$ cat config.mk
export PLATFORM = sky130hd
export DESIGN_NAME = console_regsel
export DESIGN_NICKNAME = d
export VERILOG_FILES = /design/src/rtl/console_pkg.sv /design/src/rtl/console_sel_decode.sv /design/src/rtl/console_enter_edge.sv /design/src/rtl/console_regfile.sv /design/src/rtl/console_regsel.sv
export SDC_FILE = /design/constraint.sdc
export NUM_CORES = 1
export LEC_CHECK = 0
export ABC_CLOCK_PERIOD_IN_PS = 5200
export BUFFER_PORTS_ARGS = -buffer_cell sky130_fd_sc_hd__buf_4
export CAP_MARGIN = 20
export CORE_ASPECT_RATIO = 1.4
export CORE_UTILIZATION = 60
export CTS_BUF_LIST = sky130_fd_sc_hd__clkbuf_8 sky130_fd_sc_hd__clkbuf_16
export CTS_CLUSTER_SIZE = 10
export DETAILED_ROUTE_END_ITERATION = 8
export PLACE_DENSITY = 0.78
export SLEW_MARGIN = 20
export SYNTH_ARGS = -nofsm -noshare
export SYNTH_HDL_FRONTEND = slang
export SYNTH_SLANG_ARGS = --single-unit
$ cat constraint.sdc
create_clock -name clk -period 5.2 [get_ports clk]
set_input_delay 1.04 -clock clk [delete_from_list [all_inputs] [get_ports clk]]
set_output_delay 1.04 -clock clk [all_outputs]
set_load 0.05 [all_outputs]
$ cat src/rtl/console_pkg.sv
// Package: console_pkg
// Purpose : shared index assignments and the direct-select switch bundle for
//           the console register selector.
// Assumes : the direct targets occupy the low four indices of the register
//           file, which the encoded select code never reaches.
package console_pkg;

    // Register-file index of each direct-select target; order equals priority.
    localparam int unsigned IDX_OPER = 0;
    localparam int unsigned IDX_BUFF = 1;
    localparam int unsigned IDX_MDAT = 2;
    localparam int unsigned IDX_MADR = 3;

    // First encoded select code that names a real register.
    localparam int unsigned FIRST_CODE = 4;

    // Bundle of the four direct-select switches, highest priority first.
    typedef struct packed {
        logic oper;
        logic buff;
        logic mdat;
        logic madr;
    } dsel_t;

endpackage

$ cat src/rtl/console_sel_decode.sv
// Module : console_sel_decode
// Purpose: resolves the interlocked direct-select switches and the encoded
//          select code into a single register-file index, and classifies the
//          target as displayable and/or writable.
// Assumes: switch inputs are already clean levels; console_en gates only the
//          direct switches, never the encoded code.
module console_sel_decode
    import console_pkg::*;
#(
    parameter int unsigned SEL_W = 4
) (
    input  logic             console_en,
    input  dsel_t            dsel,
    input  logic [SEL_W-1:0] reg_sel,
    output logic [SEL_W-1:0] tgt_idx,
    output logic             tgt_valid,
    output logic             tgt_writable
);

    localparam logic [SEL_W-1:0] FIRST_C = SEL_W'(FIRST_CODE);

    logic  direct_any;
    dsel_t eff;

    // Gate the direct switches with console enable.
    always_comb begin
        eff        = console_en ? dsel : '0;
        direct_any = eff.oper | eff.buff | eff.mdat | eff.madr;
    end

    // Priority resolution: operation, buffer, memory data, memory address, code.
    always_comb begin
        tgt_idx      = '0;
        tgt_valid    = 1'b0;
        tgt_writable = 1'b0;
        if (eff.oper) begin
            tgt_idx      = SEL_W'(IDX_OPER);
            tgt_valid    = 1'b1;
            tgt_writable = 1'b1;
        end else if (eff.buff) begin
            tgt_idx      = SEL_W'(IDX_BUFF);
            tgt_valid    = 1'b1;
            tgt_writable = 1'b1;
        end else if (eff.mdat) begin
            tgt_idx      = SEL_W'(IDX_MDAT);
            tgt_valid    = 1'b1;
        end else if (eff.madr) begin
            tgt_idx      = SEL_W'(IDX_MADR);
            tgt_valid    = 1'b1;
        end else if (!direct_any && reg_sel >= FIRST_C) begin
            tgt_idx      = reg_sel;
            tgt_valid    = 1'b1;
            tgt_writable = 1'b1;
        end
    end

endmodule

$ cat src/rtl/console_enter_edge.sv
// Module : console_enter_edge
// Purpose: turns the ENTER key level into a one-cycle request on its rising
//          edge, accepted only while the console is enabled.
// Assumes: enter_sw is already synchronous to clk and debounced.
module console_enter_edge (
    input  logic clk,
    input  logic rst_n,
    input  logic console_en,
    input  logic enter_sw,
    output logic enter_rise
);

    logic enter_q;

    // Remember the previous key level for edge detection.
    always_ff @(posedge clk) begin
        if (!rst_n) enter_q <= 1'b0;
        else        enter_q <= enter_sw;
    end

    // A request exists only on a fresh press with the console enabled.
    always_comb enter_rise = enter_sw & ~enter_q & console_en;

endmodule

$ cat src/rtl/console_regfile.sv
// Module : console_regfile
// Purpose: the register file behind the console: one write port that also
//          copies into the buffer entry, one combinational read port.
// Assumes: the write index never names a read-only entry; read-only entries
//          are built without write logic and keep their reset value here.
module console_regfile
    import console_pkg::*;
#(
    parameter int unsigned DATA_W = 16,
    parameter int unsigned SEL_W  = 4
) (
    input  logic              clk,
    input  logic              rst_n,
    input  logic              we,
    input  logic [SEL_W-1:0]  widx,
    input  logic [DATA_W-1:0] wdata,
    input  logic              rvalid,
    input  logic [SEL_W-1:0]  ridx,
    output logic [DATA_W-1:0] rdata
);

    localparam int unsigned NREG = 2 ** SEL_W;

    logic [NREG-1:0][DATA_W-1:0] rd_bus;

    for (genvar i = 0; i < NREG; i++) begin : g_ent
        logic [DATA_W-1:0] q;
        if (i == IDX_MDAT || i == IDX_MADR) begin : g_ro
            // Display-only entry: holds its reset value.
            always_ff @(posedge clk) begin
                if (!rst_n) q <= '0;
            end
        end else if (i == IDX_BUFF) begin : g_buf
            // Buffer entry: loaded by every accepted write.
            always_ff @(posedge clk) begin
                if (!rst_n)  q <= '0;
                else if (we) q <= wdata;
            end
        end else begin : g_rw
            // Ordinary entry: loaded when addressed.
            always_ff @(posedge clk) begin
                if (!rst_n)                               q <= '0;
                else if (we && widx == SEL_W'(i))         q <= wdata;
            end
        end
        assign rd_bus[i] = q;
    end

    // Read port: zero when nothing is selected.
    always_comb rdata = rvalid ? rd_bus[ridx] : '0;

endmodule

$ cat src/rtl/console_regsel.sv
// Module : console_regsel
// Purpose: top of the console register display and entry selector. Routes
//          the selected register to the display and performs ENTER writes
//          with the buffer copy, reporting each write through strobes.
// Assumes: all inputs synchronous to clk; switch value 1 means down/on.
module console_regsel
    import console_pkg::*;
#(
    parameter int unsigned DATA_W = 16,
    parameter int unsigned SEL_W  = 4
) (
    input  logic              clk,
    input  logic              rst_n,
    input  logic              console_en,
    input  logic              sw_o,
    input  logic              sw_b,
    input  logic              sw_m,
    input  logic              sw_l,
    input  logic [SEL_W-1:0]  reg_sel,
    input  logic [DATA_W-1:0] data_sw,
    input  logic              enter_sw,
    output logic [DATA_W-1:0] disp_word,
    output logic              wr_stb,
    output logic [SEL_W-1:0]  wr_idx,
    output logic              bcopy_stb
);

    dsel_t            dsel;
    logic [SEL_W-1:0] tgt_idx;
    logic             tgt_valid;
    logic             tgt_writable;
    logic             enter_rise;
    logic             do_write;

    // Bundle the direct-select switches in priority order.
    always_comb dsel = '{oper: sw_o, buff: sw_b, mdat: sw_m, madr: sw_l};

    console_sel_decode #(.SEL_W(SEL_W)) u_decode (
        .console_en  (console_en),
        .dsel        (dsel),
        .reg_sel     (reg_sel),
        .tgt_idx     (tgt_idx),
        .tgt_valid   (tgt_valid),
        .tgt_writable(tgt_writable)
    );

    console_enter_edge u_enter (
        .clk       (clk),
        .rst_n     (rst_n),
        .console_en(console_en),
        .enter_sw  (enter_sw),
        .enter_rise(enter_rise)
    );

    // A write happens on a fresh press aimed at a writable target.
    always_comb do_write = enter_rise & tgt_writable;

    console_regfile #(.DATA_W(DATA_W), .SEL_W(SEL_W)) u_regfile (
        .clk   (clk),
        .rst_n (rst_n),
        .we    (do_write),
        .widx  (tgt_idx),
        .wdata (data_sw),
        .rvalid(tgt_valid),
        .ridx  (tgt_idx),
        .rdata (disp_word)
    );

    // Report each write one cycle after the press, together with the copy flag.
    always_ff @(posedge clk) begin
        if (!rst_n) begin
            wr_stb    <= 1'b0;
            wr_idx    <= '0;
            bcopy_stb <= 1'b0;
        end else begin
            wr_stb    <= do_write;
            bcopy_stb <= do_write && (tgt_idx != SEL_W'(IDX_BUFF));
            if (do_write) wr_idx <= tgt_idx;
        end
    end

endmodule

=== After elaboration in Yosys (flattened, before gate mapping) ===
Index checks and enable logic that the tools add are counted.

* $lt $le $gt $ge: 2
* Eq/ne operators: 13
* Mux-type cells: 18
* Bitwise operators: 7
* Reductions and logical operators: 17

{| class="wikitable"
|+ Operators by type and width
! kind !! number
|-
| binary-select mux 16 bit (select 4 bit) || 1
|-
| equality test 4 bit (second input constant) || 8
|-
| 2-to-1 mux 16 bit || 2
|-
| 2-to-1 mux 4 bit || 6
|-
| equality test 4 x 3 -> 1 bit (second input constant) || 4
|-
| logical AND 1 bit || 15
|-
| 2-to-1 mux 1 bit || 9
|-
| < comparator 4 x 5 -> 1 bit (second input constant) || 1
|-
| >= comparator 4 x 3 -> 1 bit (second input constant) || 1
|-
| logical NOT 4 bit || 1
|-
| inequality test 4 x 1 -> 1 bit (second input constant) || 1
|-
| bitwise AND 1 bit || 3
|-
| bitwise OR 1 bit || 3
|-
| logical NOT 1 bit || 1
|-
| inverter 1 bit || 1
|}

* Register bits after elaboration: 231
* Logic and storage cells: 75

=== Depth between registers and ports, before layout ===
Gate-level depths: netlist of run 1.

* Depth in word-level cells: 14
* Depth in mapped cells: 10
* Mapped depth without buffers: 6

=== Modules after synthesis ===
Synthesis of run 1 repeated with hierarchy kept, for this count alone.

* Cell total of the unflattened synthesis: 1180
* Area total of the unflattened synthesis: 10794.1 µm²

{| class="wikitable"
|+ By module, submodules not included
! module !! times used !! cells each !! area each (µm²) !! seq. area each (µm²)
|-
| console_regfile || 1 || 1138 || 10433.8 || 4484.3
|-
| console_regsel || 1 || 23 || 226.5 || 120.1
|-
| console_sel_decode || 1 || 16 || 98.8 || 0.0
|-
| console_enter_edge || 1 || 3 || 35.0 || 20.0
|}

=== Worst setup path before layout of run 1 ===
Ideal clock, no wire load.

* Kind: input to output
* Start: in sw_b
* End: out disp_word[14]
* Arrival: 3.189 ns
* Data required time: 4.160 ns
* Slack: 0.971 ns
* Cell stages on the path: 6
* Cells stage by stage: o41ai_4 > nand3_1 > nor2_1 > buf_2 > a2bb2oi_1 > a31oi_1

* Longest elaborated chain between the ends: 14

{| class="wikitable"
|+ RTL lines
! what !! RTL line !! source
|-
| start: declaration || console_regsel.sv:16 || <nowiki>input logic sw_b,</nowiki>
|-
| 2-to-1 mux 4 bit * || console_sel_decode.sv:27 || <nowiki>eff = console_en ? dsel : '0;</nowiki>
|-
| bitwise OR 1 bit (3 in series) || console_sel_decode.sv:28 || <nowiki>direct_any = eff.oper | eff.buff | eff.mdat | eff.madr;</nowiki>
|-
| logical NOT 1 bit || console_sel_decode.sv:50 || <nowiki>end else if (!direct_any && reg_sel >= FIRST_C) begin</nowiki>
|-
| logical AND 1 bit || console_sel_decode.sv:50 ||
|-
| 2-to-1 mux 4 bit || console_sel_decode.sv:50 ||
|-
| 2-to-1 mux 4 bit || console_sel_decode.sv:47 || <nowiki>end else if (eff.madr) begin</nowiki>
|-
| 2-to-1 mux 4 bit || console_sel_decode.sv:44 || <nowiki>end else if (eff.mdat) begin</nowiki>
|-
| 2-to-1 mux 4 bit || console_sel_decode.sv:40 || <nowiki>end else if (eff.buff) begin</nowiki>
|-
| 2-to-1 mux 4 bit || console_sel_decode.sv:36 || <nowiki>if (eff.oper) begin</nowiki>
|-
| binary-select mux 16 bit (select 4 bit) || console_regfile.sv:50 || <nowiki>always_comb rdata = rvalid ? rd_bus[ridx] : '0;</nowiki>
|-
| 2-to-1 mux 16 bit (implied by the code) || console_regfile.sv:50 ||
|-
| 2-to-1 mux 16 bit * || console_regfile.sv:50 ||
|-
| end: declaration || console_regsel.sv:22 || <nowiki>output logic [DATA_W-1:0] disp_word,</nowiki>
|}

Every way passes the cells marked *; elsewhere a longest branch is shown, timed or not. The select of a mux whose other input is x is not followed.

=== Worst setup path after layout of run 1 ===
* Start: in reg_sel[3]
* End: out disp_word[4]

* Longest elaborated chain between the ends: 10

{| class="wikitable"
|+ RTL lines
! what !! RTL line !! source
|-
| start: declaration || console_regsel.sv:19 || <nowiki>input logic [SEL_W-1:0] reg_sel,</nowiki>
|-
| >= comparator 4 x 3 -> 1 bit || console_sel_decode.sv:50 ||
|-
| logical AND 1 bit || console_sel_decode.sv:50 ||
|-
| 2-to-1 mux 4 bit || console_sel_decode.sv:50 ||
|-
| 2-to-1 mux 4 bit || console_sel_decode.sv:47 ||
|-
| 2-to-1 mux 4 bit || console_sel_decode.sv:44 ||
|-
| 2-to-1 mux 4 bit || console_sel_decode.sv:40 ||
|-
| 2-to-1 mux 4 bit || console_sel_decode.sv:36 ||
|-
| binary-select mux 16 bit (select 4 bit) || console_regfile.sv:50 ||
|-
| 2-to-1 mux 16 bit (implied by the code) || console_regfile.sv:50 ||
|-
| 2-to-1 mux 16 bit * || console_regfile.sv:50 ||
|}

Marked as above.

==> impl_metrics.ini, run 1 <==
[status]
outcome = complete, no violations

[global_routing]
grt_usage_pct = 34.06
grt_pass1_vias = 9231
grt_start_max_net_pins = 123
antenna_found_initial = 0
grt_overflow = 0
grt_pass1_wl_um = 49630

[logic_synthesis]
avgSynthCellArea_um2 = 8.081
synth_top_area_cell = dfxtp_1
synth_common_cells = nand2_1 (491), dfxtp_1 (231), a21boi_0 (127)
synth_area_leaders = dfxtp_1 (42%), nand2_1 (17%), a21boi_0 (8.8%)
synth-edff-count = 0
netlist_instances = 1347
ys_seq_elements = 231
yosysTopAreaCellShare_pct = 42.48
synth.distinct_cells = 47
yosysWarningCount = 0
synth_seq_area_share_pct = 42.48
yosysMostFrequentCell = nand2_1
ys.flop_type = dfxtp_1
syn_area_mm2 = 0.01089
syn-num-nets = 1375
async_flop_share_pct = 0

[power]
peakVddDrop_uv = 278.8
seqPwrFrac_pct = 47.2
p_leak_nw = 4.065
powerDensity_mw_per_mm2 = 319.8
p_int_mw = 2.826
power_frac_comb_pct = 10.5
netSwitchingPower_mw = 0.9711
switching_share_pct = 25.57
clkPwrFrac_pct = 42.2

[hold_path]
min_path_type = reg2reg
hold_path_depth = 2
min_from = u_regfile.g_ent[6].q[10]$_SDFFE_PN0P_
whs_endpoint = u_regfile.g_ent[6].q[10]$_SDFFE_PN0P_

[clock_tree]
cts_root_buffer = clkbuf_16
clock_sinks = 231
h-tree-depth = 1
postCtsHoldBufs = 0
clk-insertion-delay-late_ps = 530
clk_pin_slew_worst_paths_ps = 60
cts_tree = yes
cts_made_buffers = 27
cts_buffer_depth = 3
cts_setup_buffers = 0
cts-resized-gates = 0

[floorplan]
rows = 57
core_mm2 = 0.01754
start_util_pct = 62.05
dieArea_mm2 = 0.01869
die_x_um = 115.8
ios = 50
die_h_um = 161.4

[sta]
relSlewSlack_pct = 26.41
clock.fmax_mhz = 202.0
fin_worst_skew_ps = 11.72
period_minus_slack_ps = 4951
worstMarginPinSlew_ps = 1104
finalHoldViolCount = 0
setup_viol = 0
rsz0062_at_grt = no
timing.final.ws_setup_ps = 249.3
period_share_pct = 95.21
slew_violations = 0
tns_ps = 0

[worst_setup_path]
reg2reg_depth = 6
crit_required_ps = 4160
endpoint_kind = primary output
regToRegEndpoint = u_regfile.g_ent[0].q[1]$_SDFFE_PN0P_
critPathKind = in2out
critical_path.max_fanout = 16
arrival_ps = 3910
rrSetupSlack_ps = 3120
startpoint = reg_sel[3]
r2r-start = u_enter.enter_q$_SDFF_PN0_
startpoint_type = input port

[detailed_routing]
vias = 9678
drt_pre_antenna_iters = 5
drcViolationCount = 0
wl_per_cell_um = 19.78
antenna_left = 0
viasPerCell = 6.149
wirelength_um = 31140
first_iter_violations = 844

[layout]
nNetsFinal = 1365
antenna-diode-count = 0
layout-drive-gt1-share_pct = 10.46
syn_to_final_growth_pct = 9.104

[placed_design]
dp_hpwl_um = 20620
place_congestion = 0.9561
pre_cts_ws_ps = 331.9
portBuffers = 49

[flow_run]
drv_cap = 0
## final cells by class
cell class              count  area (µm²)
clock buffers              27       675.6
clock inverters             3       21.27
fillers                  1511        5668
multi-input cells        1000        5682
flip-flops and latches    231        4624
well taps                 236       295.3
repair buffers             77       578.1
## routing by layer
layer | GRT usage (%) | routed length (µm)
met4 | 15.27 | 1189
met2 | 55.14 | 14860
met1 | 45.24 | 12800
met5 | 0 | 0
met3 | 4.053 | 2285
## how the worst max path moves through the flow
stage,end,slack (ps),cells after the start
2_1_floorplan,disp_word[14],970,6
4_1_cts,disp_word[4],330,8
3_5_place_dp,disp_word[4],330,8
3_3_place_gp,disp_word[4],480,8
6_report,disp_word[4],250,8
5_1_grt,disp_word[4],210,8
## sequential cells by signal, summed over array words and instances (netlist names)
name	flops
u_regfile.g_ent.q	224
wr_idx	4
bcopy_stb	1
wr_stb	1
u_enter.enter_q	1
## stage by stage
stage,total power [mW],std cells,hold slack (ps),utilization (%),cell area (µm²)
after floorplan,2.091,1347,430.6,-,10890
after global placement,2.218,1544,436.6,63.72,11180
after detailed placement,2.221,1544,441.7,63.72,11180
after CTS,3.799,1574,449.1,67.69,11880
after global routing,3.905,1574,468.2,67.69,11880
final,3.798,1574,447.0,67.69,11880
## worst max-delay path, stage by stage
cell       delay, ps
buf_4            130
or2_2            340
and3_1           230
nor2_4           540
mux2i_1          210
a2111oi_0        910
and3_1           290
buf_4            210
## placed cells by master, fill, tap and decap left out, types with 2 or more instances in the layout
master	instances
nor3_4	3
nand2_2	4
o21ai_0	37
nand2_1	490
and2_1	10
nand3_2	2
nor2_1	6
inv_6	2
a32oi_1	16
nor2_4	4
nor2b_1	3
a31oi_1	16
nand2_4	3
nand3b_1	2
and3_1	48
a21boi_1	101
a221oi_1	15
a21boi_0	127
buf_4	77
o21ai_2	2
a21o_2	2
mux2i_1	31
dfxtp_1	231
a2111oi_0	16
or2_2	2
clkbuf_16	27
o21a_1	3
nor2_2	3
a211oi_1	30
mux2_2	3
nand3_1	8
## cell families (layout without fill, tap and decap cells)
| family | Yosys count | after routing | share of synthesized area (%) |
|---|---|---|---|
| and+or+nand+nor | 592 | 592 | 23.21 |
| DFF | 231 | 231 | 42.48 |
| muxes | 34 | 34 | 3.161 |
| buffers and inverters | 116 | 107 | 5.494 |
| AOI/OAI and AO/OA | 374 | 374 | 25.66 |
## power by group through the flow
stage	Clock (mW)	Combinational (mW)	Sequential, mW
after floorplan	0	0.257	1.83
after global placement	0	0.387	1.83
after detailed placement	0	0.390	1.83
after CTS	1.61	0.391	1.79
after global routing	1.69	0.416	1.79
final	1.60	0.400	1.79
Note: power is estimated with default switching activity, not from simulation.
==> inputs of run 2 (changes only) <==
--- a/config.mk
+++ b/config.mk
@@ -5,15 +5,14 @@
 export SDC_FILE = /design/constraint.sdc
 export NUM_CORES = 1
 export LEC_CHECK = 0
-export ABC_CLOCK_PERIOD_IN_PS = 5200
+export ABC_CLOCK_PERIOD_IN_PS = 4600
 export BUFFER_PORTS_ARGS = -buffer_cell sky130_fd_sc_hd__buf_4
 export CAP_MARGIN = 20
 export CORE_ASPECT_RATIO = 1.4
-export CORE_UTILIZATION = 60
+export CORE_UTILIZATION = 45
 export CTS_BUF_LIST = sky130_fd_sc_hd__clkbuf_8 sky130_fd_sc_hd__clkbuf_16
 export CTS_CLUSTER_SIZE = 10
 export DETAILED_ROUTE_END_ITERATION = 8
-export PLACE_DENSITY = 0.78
 export SLEW_MARGIN = 20
 export SYNTH_ARGS = -nofsm -noshare
 export SYNTH_HDL_FRONTEND = slang
==> constraint.sdc (replaced) <==
create_clock -name clk -period 4.6 [get_ports clk]
set_input_delay 0.92 -clock clk [delete_from_list [all_inputs] [get_ports clk]]
set_output_delay 0.92 -clock clk [all_outputs]
set_load 0.05 [all_outputs]
==> run 2 against run 1 <==
  * Clock power up 15%
  * Global-route usage down 7.2 points
  * Final area up 1.6%
  * Sequential share of layout area down 0.60 points
  * Final cell count up 5.1%
  * Count of clock-buffer cells in the layout up 1
  * Setup slack worse by 150 ps
  * Sequential power up 13%
  * Sequential cell count unchanged
  * Via count down 2.8%
  * Utilization down 17 points
  * Power up 14%
==> impl_metrics.ini, run 2 (synthesis gave the netlist of run 1 again) <==
[status]
outcome = complete, no violations

[sta]
relSlewSlack_pct = 30.25
setup_viol = 0
finalHoldViolCount = 0
period_minus_slack_ps = 4504
worstMarginPinSlew_ps = 1020
fin_worst_skew_ps = 14.00
tns_ps = 0
rsz0062_at_grt = no
period_share_pct = 97.92
slew_violations = 0
clock.fmax_mhz = 222.0

[power]
switching_share_pct = 25.74
seqPwrFrac_pct = 46.8
powerDensity_mw_per_mm2 = 359.5
p_leak_nw = 4.109
power_frac_comb_pct = 10.8
p_int_mw = 3.220
clkPwrFrac_pct = 42.5
netSwitchingPower_mw = 1.116
peakVddDrop_uv = 237.9

[clock_tree]
clock_sinks = 231
cts_made_buffers = 27
cts_setup_buffers = 0
cts_root_buffer = clkbuf_16
clk-insertion-delay-late_ps = 530
clk_pin_slew_worst_paths_ps = 50
h-tree-depth = 1
cts_buffer_depth = 3
cts_tree = yes

[global_routing]
antenna_found_initial = 0
grt_overflow = 0
grt_start_max_net_pins = 103
grt_pass1_vias = 8883
grt_usage_pct = 26.87
grt_pass1_wl_um = 51780

[worst_setup_path]
rrSetupSlack_ps = 2140
startpoint_type = input port
endpoint_kind = primary output
crit_required_ps = 3680
r2r-start = u_enter.enter_q$_SDFF_PN0_
crit_end = disp_word[15]
arrival_ps = 3580
regToRegEndpoint = u_regfile.g_ent[0].q[2]$_SDFFE_PN0P_
startpoint = console_en
critPathKind = in2out
critical_path.max_fanout = 12
reg2reg_depth = 5

[layout]
final_core_util_pct = 50.66
syn_to_final_growth_pct = 10.80
layout-drive-gt1-share_pct = 10.86
regMostFlops = u_regfile.g_ent.q
largest_register_ffs = 224
fin_area_mm2 = 0.01206
fill_cells = 2372
nNetsFinal = 1370
most-common-layout-cells = nand2_1 (490), dfxtp_1 (231), a21boi_0 (127)
antenna-diode-count = 0
largestRegisters = u_regfile.g_ent.q: 224 flops, wr_idx: 4 flops
final_common_cell = nand2_1

[floorplan]
rows = 67
ios = 50
start_util_pct = 45.72
die_x_um = 133.4
core_mm2 = 0.02381
dieArea_mm2 = 0.02482
die_h_um = 186.0

[detailed_routing]
viasPerCell = 5.687
wirelength_um = 33090
wl_per_cell_um = 20.00
drcViolationCount = 0
drt_pre_antenna_iters = 5
antenna_left = 0
first_iter_violations = 855
vias = 9406

[placed_design]
place_congestion = 0.8549
portBuffers = 49
dp_hpwl_um = 21410
dpl_cell_area_mm2 = 0.01135

[flow_run]
drv_cap = 0

[hold_path]
min_path_type = reg2reg
==> run 2: power by group through the flow <==
stage               sequential [mW]  combinational, mW  clock, mW
global placement               2.07              0.461          0
finish                         2.03              0.468       1.84
floorplan                      2.07              0.290          0
detailed placement             2.07              0.463          0
CTS                            2.03              0.464       1.88
global route                   2.03              0.496       1.95
==> run 2: worst min path at each step <==
stage | start | slack, ps | depth (start not counted) | endpoint
after floorplan | u_regfile.g_ent[4].q[11]$_SDFFE_PN0P_ | 430 | 2 | u_regfile.g_ent[4].q[11]$_SDFFE_PN0P_
after global placement | u_regfile.g_ent[6].q[6]$_SDFFE_PN0P_ | 440 | 2 | u_regfile.g_ent[6].q[6]$_SDFFE_PN0P_
after detailed placement | u_regfile.g_ent[6].q[5]$_SDFFE_PN0P_ | 440 | 2 | u_regfile.g_ent[6].q[5]$_SDFFE_PN0P_
after CTS | u_regfile.g_ent[6].q[5]$_SDFFE_PN0P_ | 450 | 2 | u_regfile.g_ent[6].q[5]$_SDFFE_PN0P_
after global routing | u_regfile.g_ent[10].q[11]$_SDFFE_PN0P_ | 470 | 2 | u_regfile.g_ent[10].q[11]$_SDFFE_PN0P_
final | u_regfile.g_ent[6].q[5]$_SDFFE_PN0P_ | 450 | 2 | u_regfile.g_ent[6].q[5]$_SDFFE_PN0P_
==> run 2: metal layers <==
| layer | wire length [µm] | vias up | part of all wire (%) | global-route usage, % |
|---|---|---|---|---|
| met2 | 16090 | 271 | 49 | 46.35 |
| met3 | 1706 | 54 | 5.2 | 3.459 |
| li1 | - | 4571 | - | - |
| met1 | 14540 | 4510 | 44 | 34.88 |
| met5 | 0 | - | 0 | 0 |
| met4 | 745 | 0 | 2.3 | 7.864 |
==> run 2: per-stage QoR <==
stage	std cells	setup WS [ps]	power, mW	hold slack [ps]
6_report	1654	95.55	4.336	446.5
5_1_grt	1654	14.29	4.471	467.6
4_1_cts	1654	109.5	4.370	450.2
3_5_place_dp	1623	107.2	2.532	442.8
3_3_place_gp	1623	123.9	2.531	437.0
2_1_floorplan	1347	611.0	2.364	430.6
==> run 2: cell type report <==
| cell class | count | area, µm² | share of cell area (%) |
|---|---|---|---|
| repair buffers | 82 | 653.1 | 5.415 |
| clock inverters | 3 | 21.27 | 0.1763 |
| well taps | 310 | 387.9 | 3.216 |
| clock buffers | 28 | 689.4 | 5.716 |
| multi-input cells | 1000 | 5685 | 47.14 |
| flip-flops and latches | 231 | 4624 | 38.34 |
==> run 2: critical path, stage by stage <==
cell	delay, ps
buf_4	140
o21ai_0	210
a21o_2	370
nand2_1	420
a211oi_1	90
a2111oi_0	910
and3_1	310
buf_4	210
==> run 2: repair_timing <==
| item | CTS | global route |
|---|---|---|
| setup endpoints to repair | 0 | 3 |
| resized for setup | 0 | 3 |
| hold endpoints to repair | 0 | 0 |
| hold buffers | 0 | 0 |
